`config.mk`:
```
export PLATFORM = sky130hd
export DESIGN_NAME = cluster_phase_clk
export DESIGN_NICKNAME = d
export VERILOG_FILES = /design/src/rtl/cluster_phase_clk.sv
export SDC_FILE = /design/constraint.sdc
export NUM_CORES = 1
export LEC_CHECK = 0
export BUFFER_PORTS_ARGS = -buffer_cell sky130_fd_sc_hd__buf_4
export CAP_MARGIN = 5
export CORE_AREA = 2 2 39 41
export DETAILED_ROUTE_END_ITERATION = 8
export DIE_AREA = 0 0 41 43
export PLACE_DENSITY = 0.55
export SLEW_MARGIN = 15
export SYNTH_ARGS = -nofsm -noshare
export SYNTH_HDL_FRONTEND = slang
export SYNTH_SLANG_ARGS = --single-unit
```
`constraint.sdc`:
```
create_clock -name clk -period 1.2 [get_ports clk]
set_input_delay 0.06 -clock clk [delete_from_list [all_inputs] [get_ports clk]]
set_output_delay 0.06 -clock clk [all_outputs]
set_load 0.005 [all_outputs]
```
`src/rtl/cluster_phase_clk.sv`:
```
module cluster_phase_clk (
  input  logic       clk,
  input  logic       rst_n,
  input  logic [1:0] cfg_mode,
  output logic [3:0] core_en,
  output logic [1:0] active_mode,
  output logic [3:0] active_mask
);
  localparam int NCORE = 4;
  localparam logic [1:0] CFG_FOUR = 2'd0;
  localparam logic [1:0] CFG_THREE = 2'd1;
  localparam logic [1:0] CFG_TWO = 2'd2;

  logic [1:0] mode_q, slot_q, last_slot;
  logic       run_q;

  assign last_slot   = mode_q[1] ? 2'd1 : 2'd3;
  assign active_mode = mode_q;

  always_comb begin
    case (mode_q)
      CFG_FOUR:  active_mask = 4'b1111;
      CFG_THREE: active_mask = 4'b0111;
      CFG_TWO:   active_mask = 4'b0011;
      default:   active_mask = 4'b0001;
    endcase
  end

  always_ff @(posedge clk) begin
    if (!rst_n) begin
      mode_q <= CFG_FOUR;
      slot_q <= 2'd0;
      run_q  <= 1'b0;
    end else begin
      run_q <= 1'b1;
      if (run_q) begin
        if (slot_q == last_slot) begin
          slot_q <= 2'd0;
          mode_q <= cfg_mode;
        end else begin
          slot_q <= slot_q + 2'd1;
        end
      end
    end
  end

  for (genvar i = 0; i < NCORE; i++) begin : g_en
    assign core_en[i] = run_q && active_mask[i] && (slot_q == 2'(i));
  end

  always_ff @(posedge clk)
    if (!rst_n) a_r1_quiet_in_reset: assert (core_en == 4'b0000);

  a_r2_one_at_a_time: assert property (@(posedge clk) disable iff (!rst_n)
    $onehot0(core_en));

  a_r7_off_cores_silent: assert property (@(posedge clk) disable iff (!rst_n)
    (core_en & ~active_mask) == 4'b0000);

  a_r8_no_back_to_back: assert property (@(posedge clk) disable iff (!rst_n)
    (core_en != 4'b0000) |=> ((core_en & $past(core_en)) == 4'b0000));

  a_r6_frame_boundary_only: assert property (@(posedge clk) disable iff (!rst_n)
    (slot_q != last_slot) |=> $stable(active_mode));
endmodule

```
==> flow_metrics.env, run 1 <==
export IMPL_p_comb_share_pct=17.0
export IMPL_first_global_vias=231
export IMPL_clk_latency_ps=240
export IMPL_start_util_pct=21.6
export IMPL_netlist_instances=32
export IMPL_maxCapViolations=0
export IMPL_vias_per_cell=3.99
export IMPL_fmax_ghz=0.867
export IMPL_drt_total_wl_um=539
export IMPL_cts_sinks=5
export IMPL_p_int_mw=0.352
export IMPL_grt_setup_unrepaired="true"
export IMPL_cts_max_path_buffers=2
export IMPL_fin_crit_ps=1150
export IMPL_setup_viol=0
export IMPL_slowest_stage="dfxtp_4"
export IMPL_critPathKind="reg -> out"
export IMPL_dr_pass1_iters=4
export IMPL_power_leakage_nw=0.227
export IMPL_h_tree_depth=1
export IMPL_ys_types=14
export IMPL_dpl_hpwl_um=395
export IMPL_pwr_share_seq_pct=40.9
export IMPL_grt_pass1_wl_um=869
export IMPL_synth_nets=40
export IMPL_coreArea_mm2=0.00138
export IMPL_cp_slowest_stage_delay_ps=350
export IMPL_slew_viol_final=0
export IMPL_portBuffers=12
export IMPL_busiest_layer="met2"
export IMPL_critPathTopFamily="flip-flops"
export IMPL_worst_setup_path_start_kind="register"
export IMPL_numCtsBuffers=3
export IMPL_fin_total_pwr_mw=0.464
export IMPL_wl_per_cell_um=8.04
export IMPL_diodes=0
export IMPL_powerDensity_mw_per_mm2=978
export IMPL_drt_iter0_markers=5
export IMPL_yosysWarnings=0
export IMPL_hold_viol=0
export IMPL_die_x_um=41
export IMPL_post_route_period_util_pct=96.2
export IMPL_ys_ff_latch=5
export IMPL_final_cell_mix="buf_4, nand2_1, mux2i_1, clkbuf_4"
export IMPL_p_sw_share_pct=24.1
export IMPL_cts_tree="built"
export IMPL_stdcell_count=67
export IMPL_grt_max_degree=8
export IMPL_row_count=14
export IMPL_ant_nets=0
export IMPL_grt_util_met1_pct=8.39
export IMPL_final_common_cell="buf_4"
export IMPL_holdCritPathClass="in -> reg"
export IMPL_avgSynthCellArea_um2=9.34
export IMPL_grt_usage_pct=7.64
export IMPL_die_area_mm2=0.00176
export IMPL_route_detailed_drc=0
export IMPL_clkTransAtPathRegs_ps=50
export IMPL_fill_cells=156
export IMPL_irDropWorstVdd_uv=558
export IMPL_cp_required_ps=1140
export IMPL_worstPathCellList="ha_2 > and4bb_2 > buf_4"
export IMPL_nets=60
export IMPL_num_vias=267
export IMPL_place_gp_congestion=0.663
export IMPL_crit_path_max_fanout=5
export IMPL_drive_gt1_share_pct=52.9
export IMPL_synth_area_um2=299
export IMPL_die_y_um=43
export IMPL_area_growth_syn_to_layout_pct=58.6
export IMPL_pwr_share_clk_pct=42.1
export IMPL_cp_num_buf_inv=1
export IMPL_antenna_found_initial=0
export IMPL_status="finished clean"
export IMPL_cts_root_buf="clkbuf_4"
export IMPL_grt_overflow_total=0
export IMPL_seq_area_frac_synth_pct=33.5
export IMPL_met3_usage_pct=6.28
export IMPL_setup_tns_ps=0
export IMPL_crit_arrival_ps=1090
export IMPL_gr_usage_met2_pct=10.0
export IMPL_io_pins=14
export IMPL_post_place_cells=60
export IMPL_skew_ps=6.34
export IMPL_switching_power_mw=0.112
export IMPL_end_kind="primary output"
export IMPL_utilization_pct=34.3
## layout make-up
type | count | area, um2 | area share [%]
Sequential cell | 5 | 109 | 23.0
Inverter | 3 | 11.3 | 2.37
Tap cell | 16 | 20.0 | 4.22
Clock buffer | 4 | 26.3 | 5.54
Timing Repair Buffer | 16 | 123 | 25.9
Multi-Input combinational cell | 23 | 185 | 39.1
## routing by layer
metal	wire length [um]	vias up	part of all wire, %
met2	240	12	45
met4	0	0	0
met3	57	0	11
li1	-	137	-
met1	241	118	45
met5	0	-	0
## state kept, by name, indices dropped and copies added, names as in the netlist
register     count
active_mode      2
slot_q           2
run_q            1
## worst register-to-register path, stage by stage, from the launching register on
cell,delay [ps]
dfxtp_4,350
buf_4,140
xor2_1,140
and3_4,220
mux2i_1,160
## power by group through the flow
stage / Combinational [mW] / Clock (mW) / Sequential [mW]
2_1_floorplan: 0.0372 / 0 / 0.190
3_3_place_gp: 0.0640 / 0 / 0.194
3_5_place_dp: 0.0649 / 0 / 0.193
4_1_cts: 0.0680 / 0.204 / 0.192
5_1_grt: 0.0909 / 0.217 / 0.191
6_report: 0.0787 / 0.195 / 0.190
## Yosys cell counts
cell | number | area [um2]
dfxtp_1 | 5 | 100
nand2_1 | 5 | 18.8
ha_1 | 4 | 50.1
inv_1 | 3 | 11.3
mux2i_1 | 3 | 30.0
and2_1 | 2 | 12.5
and3_1 | 2 | 12.5
xor2_1 | 2 | 17.5
and3_4 | 1 | 11.3
and4bb_2 | 1 | 12.5
buf_4 | 1 | 7.51
conb_1 | 1 | 3.75
nor2_1 | 1 | 3.75
nor3b_1 | 1 | 7.51
## repair_timing
action                                 in CTS  in global routing
resized for setup                           4                  5
buffers inserted                            0                  2
hold buffers                                1                  0
pin swaps                                   0                  1
endpoints found under the hold margin       1                  0
setup endpoints to repair                   4                  4
## logic make-up (layout without fill, tap and decap cells)
group	after synthesis	after routing	share of synthesized area, %
buffers and inverters	4	23	6.28
muxes	3	3	10.0
DFF	5	5	33.5
and+or+nand+nor	13	13	26.4
adders and majority gates	4	4	16.7
xor gates and xnor gates	2	2	5.86
other	1	1	1.25
## stage by stage
step           setup WS (ps)  instance area, um2  hold WS [ps]
3_3_place_gp             106                 409           218
2_1_floorplan            181                 299          87.7
5_1_grt                -4.04                 474          53.3
3_5_place_dp             107                 409           218
6_report                46.1                 474          61.3
4_1_cts                 6.69                 450          62.8
## path summary, 6_finish.rpt
| path | startpoint | end | slack [ps] | cells past startpoint |
|---|---|---|---|---|
| max | slot_q[0] | core_en[3] | 50 | 3 |
| min | cfg_mode[1] | active_mode[1] | 60 | 3 |
| min reg2reg | active_mode[1] | active_mode[1] | 480 | 2 |
| max reg2reg | slot_q[1] | active_mode[1] | 120 | 4 |
(Power assumes the default switching activity.)
==> inputs of run 2 (changes only) <==
--- a/config.mk
+++ b/config.mk
@@ -6,7 +6,6 @@
 export NUM_CORES = 1
 export LEC_CHECK = 0
 export BUFFER_PORTS_ARGS = -buffer_cell sky130_fd_sc_hd__buf_4
-export CAP_MARGIN = 5
 export CORE_AREA = 2 2 39 41
 export DETAILED_ROUTE_END_ITERATION = 8
 export DIE_AREA = 0 0 41 43
==> constraint.sdc (replaced) <==
create_clock -name clk -period 1.45 [get_ports clk]
set_input_delay 0.0725 -clock clk [delete_from_list [all_inputs] [get_ports clk]]
set_output_delay 0.0725 -clock clk [all_outputs]
set_load 0.005 [all_outputs]
==> run 2 against run 1 <==
Global-route usage fell by 0.21 points. Largest cell class unchanged. Critical path depth grew 1. Design area down 7.7%. Hold slack gained 30 ps. Utilization is 2.6 points lower. Routed wire length grew 1.7%. Count of clock-buffer cells in the layout is the same. Combinational power is 30% lower. Critical endpoint is now core_en[2]. Clock skew is 4.3 ps lower. Register-to-register slack improved by 250 ps.
==> flow_metrics.env, run 2 (synthesis results as in run 1) <==
export IMPL_fin_total_pwr_mw=0.372
export IMPL_slowest_stage="dfxtp_1"
export IMPL_grt_pass1_wl_um=841
export IMPL_num_vias=250
export IMPL_cp_startpoint="slot_q[0]"
export IMPL_p_int_mw=0.283
export IMPL_h_tree_depth=1
export IMPL_io_pins=14
export IMPL_cts_sinks=5
export IMPL_crit_arrival_ps=1220
export IMPL_dr_pass1_iters=2
export IMPL_drt_iter0_markers=1
export IMPL_rr_worst_depth=4
export IMPL_hold_viol=0
export IMPL_pwr_share_seq_pct=42.3
export IMPL_cts_setup_buffers=0
export IMPL_critPathTopFamily="flip-flops"
export IMPL_pwr_share_clk_pct=43.0
export IMPL_drive_gt1_share_pct=35.4
export IMPL_grt_usage_pct=7.43
export IMPL_route_detailed_drc=0
export IMPL_placed_area_um2=402
export IMPL_area_growth_syn_to_layout_pct=46.4
export IMPL_fmax_ghz=0.773
export IMPL_holdWs_ps=91.8
export IMPL_antenna_found_initial=0
export IMPL_diodes=0
export IMPL_grt_setup_unrepaired="false"
export IMPL_dpl_hpwl_um=417
export IMPL_holdCritPathClass="in -> reg"
export IMPL_cp_num_buf_inv=2
export IMPL_utilization_pct=31.6
export IMPL_worstPathCellList="inv_1 > ha_1 > and3_1 > buf_4"
export IMPL_final_cell_mix="buf_4, nand2_1, dfxtp_1, ha_1"
export IMPL_reg2reg_setup_slack_ps=370
export IMPL_clkTransAtPathRegs_ps=40
export IMPL_grt_overflow_total=0
export IMPL_post_place_cells=59
export IMPL_numCtsBuffers=3
export IMPL_stdcell_count=64
export IMPL_layout_setup_ws_ps=156
export IMPL_portBuffers=12
export IMPL_wl_per_cell_um=8.56
export IMPL_switching_power_mw=0.0883
export IMPL_drt_total_wl_um=548
export IMPL_vias_per_cell=3.91
export IMPL_regArea_um2=100
export IMPL_skew_ps=2.00
export IMPL_met3_usage_pct=3.14
export IMPL_worstHoldStart="cfg_mode[1]"
export IMPL_powerDensity_mw_per_mm2=849
export IMPL_fin_crit_ps=1290
export IMPL_crit_path_max_fanout=5
export IMPL_first_global_vias=235
export IMPL_p_comb_share_pct=14.7
export IMPL_place_gp_congestion=0.642
export IMPL_grt_max_degree=8
export IMPL_min_to="active_mode[1]"
export IMPL_slew_viol_final=0
export IMPL_setup_tns_ps=0
export IMPL_ant_nets=0
export IMPL_end_kind="primary output"
export IMPL_cp_slowest_stage_delay_ps=410
export IMPL_fill_cells=154
export IMPL_irDropWorstVdd_uv=283
export IMPL_busiest_layer="met2"
export IMPL_cp_required_ps=1380
export IMPL_cts_resized=0
export IMPL_row_count=14
export IMPL_min_path_cells=3
export IMPL_maxCapViolations=0
export IMPL_clk_latency_ps=240
export IMPL_multi_input_area_um2=180
export IMPL_cts_max_path_buffers=2
export IMPL_coreArea_mm2=0.00138
export IMPL_cts_tree="built"
export IMPL_reg2reg_from="slot_q[0]"
export IMPL_setup_viol=0
export IMPL_cts_hold_fix_buffers=1
export IMPL_gr_usage_met2_pct=10.3
export IMPL_grt_util_met1_pct=7.40
export IMPL_die_area_mm2=0.00176
export IMPL_nets=57
export IMPL_reg2reg_to="slot_q[1]"
export IMPL_worst_setup_path_start_kind="register"
export IMPL_power_leakage_nw=0.214
export IMPL_critPathKind="reg -> out"
export IMPL_final_common_cell="buf_4"
export IMPL_die_y_um=43
export IMPL_final_area_um2=438
export IMPL_start_util_pct=21.6
export IMPL_post_route_period_util_pct=89.3
export IMPL_post_place_ws_ps=358
export IMPL_status="finished clean"
export IMPL_cts_root_buf="clkbuf_4"
export IMPL_p_sw_share_pct=23.8
export IMPL_die_x_um=41
[run 2: changes by cell type in the layout (fill, tap and decap cells not counted)]
cell     previous run  this run
buf_4              15        12
dfxtp_1             2         5
dfxtp_2             1         0
dfxtp_4             2         0
ha_1                2         4
ha_2                2         0
inv_1               1         3
inv_2               2         0
[run 2: layout make-up]
class	instances	share of cell area (%)
multi-input cells	23	41.1
flip-flops and latches	5	22.9
repair buffers	13	22.9
clock buffers	4	6.00
well taps	16	4.57
inverters	3	2.57
[run 2: worst reg2reg max path, stage by stage (launching register included)]
cell	delay (ps)
dfxtp_1	410
inv_1	90
ha_1	290
mux2i_1	130
nor3b_1	60
[run 2: worst max-delay path by stage]
stage / cells past startpoint / endpoint
detailed placement: 4 / slot_q[1]
floorplan: 4 / slot_q[1]
global placement: 3 / active_mode[1]
global route: 4 / core_en[2]
finish: 4 / core_en[2]
CTS: 4 / core_en[2]
[run 2: power by group through the flow]
stage	combinational, mW	clock, mW	sequential (mW)
finish	0.0548	0.160	0.157
global route	0.0649	0.179	0.159
CTS	0.0560	0.168	0.158
detailed placement	0.0534	0	0.160
global placement	0.0527	0	0.159
floorplan	0.0308	0	0.157
[run 2: metal layers]
layer  vias to the layer above  part of all wire, %
met4                         0                    0
met1                       106                   45
li1                        134                    -
met2                        10                   47
met5                         -                    0
met3                         0                  7.7
==> inputs of run 3 (changes only) <==
--- a/config.mk
+++ b/config.mk
@@ -5,11 +5,12 @@
 export SDC_FILE = /design/constraint.sdc
 export NUM_CORES = 1
 export LEC_CHECK = 0
+export ABC_AREA = 1
 export BUFFER_PORTS_ARGS = -buffer_cell sky130_fd_sc_hd__buf_4
 export CORE_AREA = 2 2 39 41
 export DETAILED_ROUTE_END_ITERATION = 8
 export DIE_AREA = 0 0 41 43
-export PLACE_DENSITY = 0.55
+export PLACE_DENSITY = 0.56
 export SLEW_MARGIN = 15
 export SYNTH_ARGS = -nofsm -noshare
 export SYNTH_HDL_FRONTEND = slang
==> constraint.sdc (replaced) <==
create_clock -name clk -period 1.45 [get_ports clk]
set_input_delay 0.145 -clock clk [delete_from_list [all_inputs] [get_ports clk]]
set_output_delay 0.145 -clock clk [all_outputs]
set_load 0.005 [all_outputs]
==> run 3 against run 2 <==
Design area grew 2.9%. Synthesized cell count up 38%. Flip-flop and latch count unchanged. First-iteration DRC count rose to 6.0 times the previous value. Combinational power increased by 15%. Largest cell class unchanged.
==> flow_metrics.env, run 3 <==
export IMPL_status="finished clean"
export IMPL_cp_required_ps=1310
export IMPL_layout_setup_ws_ps=119
export IMPL_ys_ff_latch=5
export IMPL_io_pins=14
export IMPL_clk_latency_ps=240
export IMPL_worst_setup_path_start_kind="register"
export IMPL_cts_max_path_buffers=2
export IMPL_synth_area_leaders="dfxtp_1, ha_1, nand2_1"
export IMPL_synth_nets=52
export IMPL_powerDensity_mw_per_mm2=841
export IMPL_async_flop_share_pct=0
export IMPL_first_global_vias=248
export IMPL_route_detailed_drc=0
export IMPL_cts_setup_buffers=0
export IMPL_rr_worst_depth=4
export IMPL_power_leakage_nw=0.241
export IMPL_avgSynthCellArea_um2=7.28
export IMPL_netlist_instances=44
export IMPL_crit_path_max_fanout=5
export IMPL_holdCritPathClass="in -> reg"
export IMPL_setup_viol=0
export IMPL_post_route_period_util_pct=91.8
export IMPL_synth_area_um2=320
export IMPL_end_kind="primary output"
export IMPL_numCtsBuffers=3
export IMPL_area_growth_syn_to_layout_pct=40.6
export IMPL_cts_root_buf="clkbuf_4"
export IMPL_nets=68
export IMPL_num_vias=302
export IMPL_cts_sinks=5
export IMPL_crit_arrival_ps=1190
export IMPL_critPathKind="reg -> out"
export IMPL_grt_max_degree=8
export IMPL_synth_flop_cell="dfxtp_1"
export IMPL_stdcell_count=75
export IMPL_seq_area_frac_synth_pct=31.3
export IMPL_grt_pass1_wl_um=938
export IMPL_cts_hold_fix_buffers=0
export IMPL_dr_pass1_iters=2
export IMPL_grt_overflow_total=0
export IMPL_grt_setup_unrepaired="false"
export IMPL_synth_edff_count=0
export IMPL_die_y_um=43
export IMPL_fmax_ghz=0.752
export IMPL_vias_per_cell=4.03
export IMPL_setup_tns_ps=0
export IMPL_irDropWorstVdd_uv=307
export IMPL_slew_viol_final=0
export IMPL_drt_total_wl_um=607
export IMPL_final_cell_mix="buf_4, nand2_1, inv_1, nor2_1"
export IMPL_h_tree_depth=1
export IMPL_maxCapViolations=0
export IMPL_portBuffers=12
export IMPL_die_x_um=41
export IMPL_diodes=0
export IMPL_yosysMostFrequentCell="nand2_1"
export IMPL_hold_viol=0
export IMPL_ant_nets=0
export IMPL_place_gp_congestion=0.713
export IMPL_yosysWarnings=0
export IMPL_clkTransAtPathRegs_ps=40
export IMPL_ys_types=17
export IMPL_wl_per_cell_um=8.09
export IMPL_post_place_ws_ps=302
export IMPL_fin_crit_ps=1330
export IMPL_yosys_area_top_type="dfxtp_1"
export IMPL_min_to="run_q"
export IMPL_die_area_mm2=0.00176
export IMPL_row_count=14
export IMPL_reg2reg_from="slot_q[0]"
export IMPL_start_util_pct=23.1
export IMPL_antenna_found_initial=0
export IMPL_skew_ps=2.38
export IMPL_drive_gt1_share_pct=40.7
export IMPL_reg2reg_to="slot_q[1]"
export IMPL_synth_common_cells="nand2_1, inv_1, nor2_1"
export IMPL_cts_tree="built"
export IMPL_final_common_cell="buf_4"
export IMPL_grt_usage_pct=8.54
export IMPL_reg2reg_setup_slack_ps=360
export IMPL_drt_iter0_markers=6
export IMPL_post_place_cells=71
export IMPL_coreArea_mm2=0.00138
export IMPL_yosys_area_top_type_share_pct=31.3
export IMPL_min_path_cells=1
export IMPL_dpl_hpwl_um=491
export IMPL_worstHoldStart="rst_n"
run 3: changes by cell type after synthesis, moves of 2 or more:
cell | previous run | this run
and3_1 | 2 | 0
inv_1 | 3 | 7
and2_1 | 2 | 0
nand2_1 | 5 | 8
and3_2 | 0 | 2
nor2_1 | 1 | 6
xor2_1 | 2 | 0
nand2_2 | 0 | 2
mux2i_1 | 3 | 0
run 3: worst max path at each step:
| stage | slack (ps) | end | depth (start not counted) | start |
|---|---|---|---|---|
| 3_3_place_gp | 340 | core_en[1] | 4 | slot_q[1] |
| 5_1_grt | 60 | core_en[2] | 5 | slot_q[0] |
| 2_1_floorplan | 440 | slot_q[1] | 4 | slot_q[0] |
| 4_1_cts | 40 | core_en[1] | 4 | slot_q[1] |
| 3_5_place_dp | 300 | core_en[1] | 4 | slot_q[1] |
| 6_report | 120 | core_en[1] | 4 | slot_q[1] |
run 3: stage by stage:
stage | utilization [%] | area (um2) | total power [mW] | hold WS, ps
after global placement | 30.6 | 423 | 0.223 | 296
after floorplan | - | 320 | 0.195 | 173
after detailed placement | 30.6 | 423 | 0.223 | 291
final | 32.5 | 450 | 0.379 | 49.7
after global routing | 32.5 | 450 | 0.412 | 33.4
after CTS | 32.5 | 449 | 0.391 | 38.6
run 3: cell families (layout without fill, tap and decap cells):
family / count (synthesis) / in the layout / synth area share [%]
AOI/OAI and AO/OA: 3 / 3 / 4.68
and+or+nand+nor: 21 / 21 / 34.0
adders and majority gates: 4 / 4 / 15.6
DFF: 5 / 5 / 31.3
other: 1 / 1 / 1.17
buffers and inverters: 10 / 25 / 13.3
run 3: cell type report:
type,count,area [um2]
clock buffers,4,26.3
fillers,154,933
inverters,9,35.0
repair buffers,12,90.1
multi-input cells,29,178
flip-flops and latches,5,101
well taps,16,20.0
run 3: critical path, cell delays in order (launching register included):
cell and delay (ps):
dfxtp_2 350, inv_1 90, ha_1 180, and3_2 200, buf_4 130
run 3: power by group:
| part | total [mW] | internal (mW) | leakage (nW) | switching (mW) |
|---|---|---|---|---|
| combinational | 0.0628 | 0.0325 | 0.185 | 0.0303 |
| clock | 0.159 | 0.104 | 0.0150 | 0.0552 |
| sequential | 0.157 | 0.147 | 0.0416 | 0.0105 |
| total | 0.379 | 0.283 | 0.241 | 0.0960 |
run 3: repair_timing:
item / in CTS / in global routing
resized for setup: 0 / 1
hold endpoints to repair: 0 / 0
endpoints found under the setup margin: 0 / 1
run 3: routing by layer:
| layer | vias up | part of all wire [%] | track usage [%] | wire (um) |
|---|---|---|---|---|
| met3 | 2 | 6.1 | 1.57 | 37 |
| met5 | - | 0 | 0 | 0 |
| met1 | 130 | 42 | 8.39 | 256 |
| li1 | 162 | - | - | - |
| met4 | 0 | 1.3 | 12.0 | 8 |
| met2 | 8 | 50 | 11.9 | 305 |
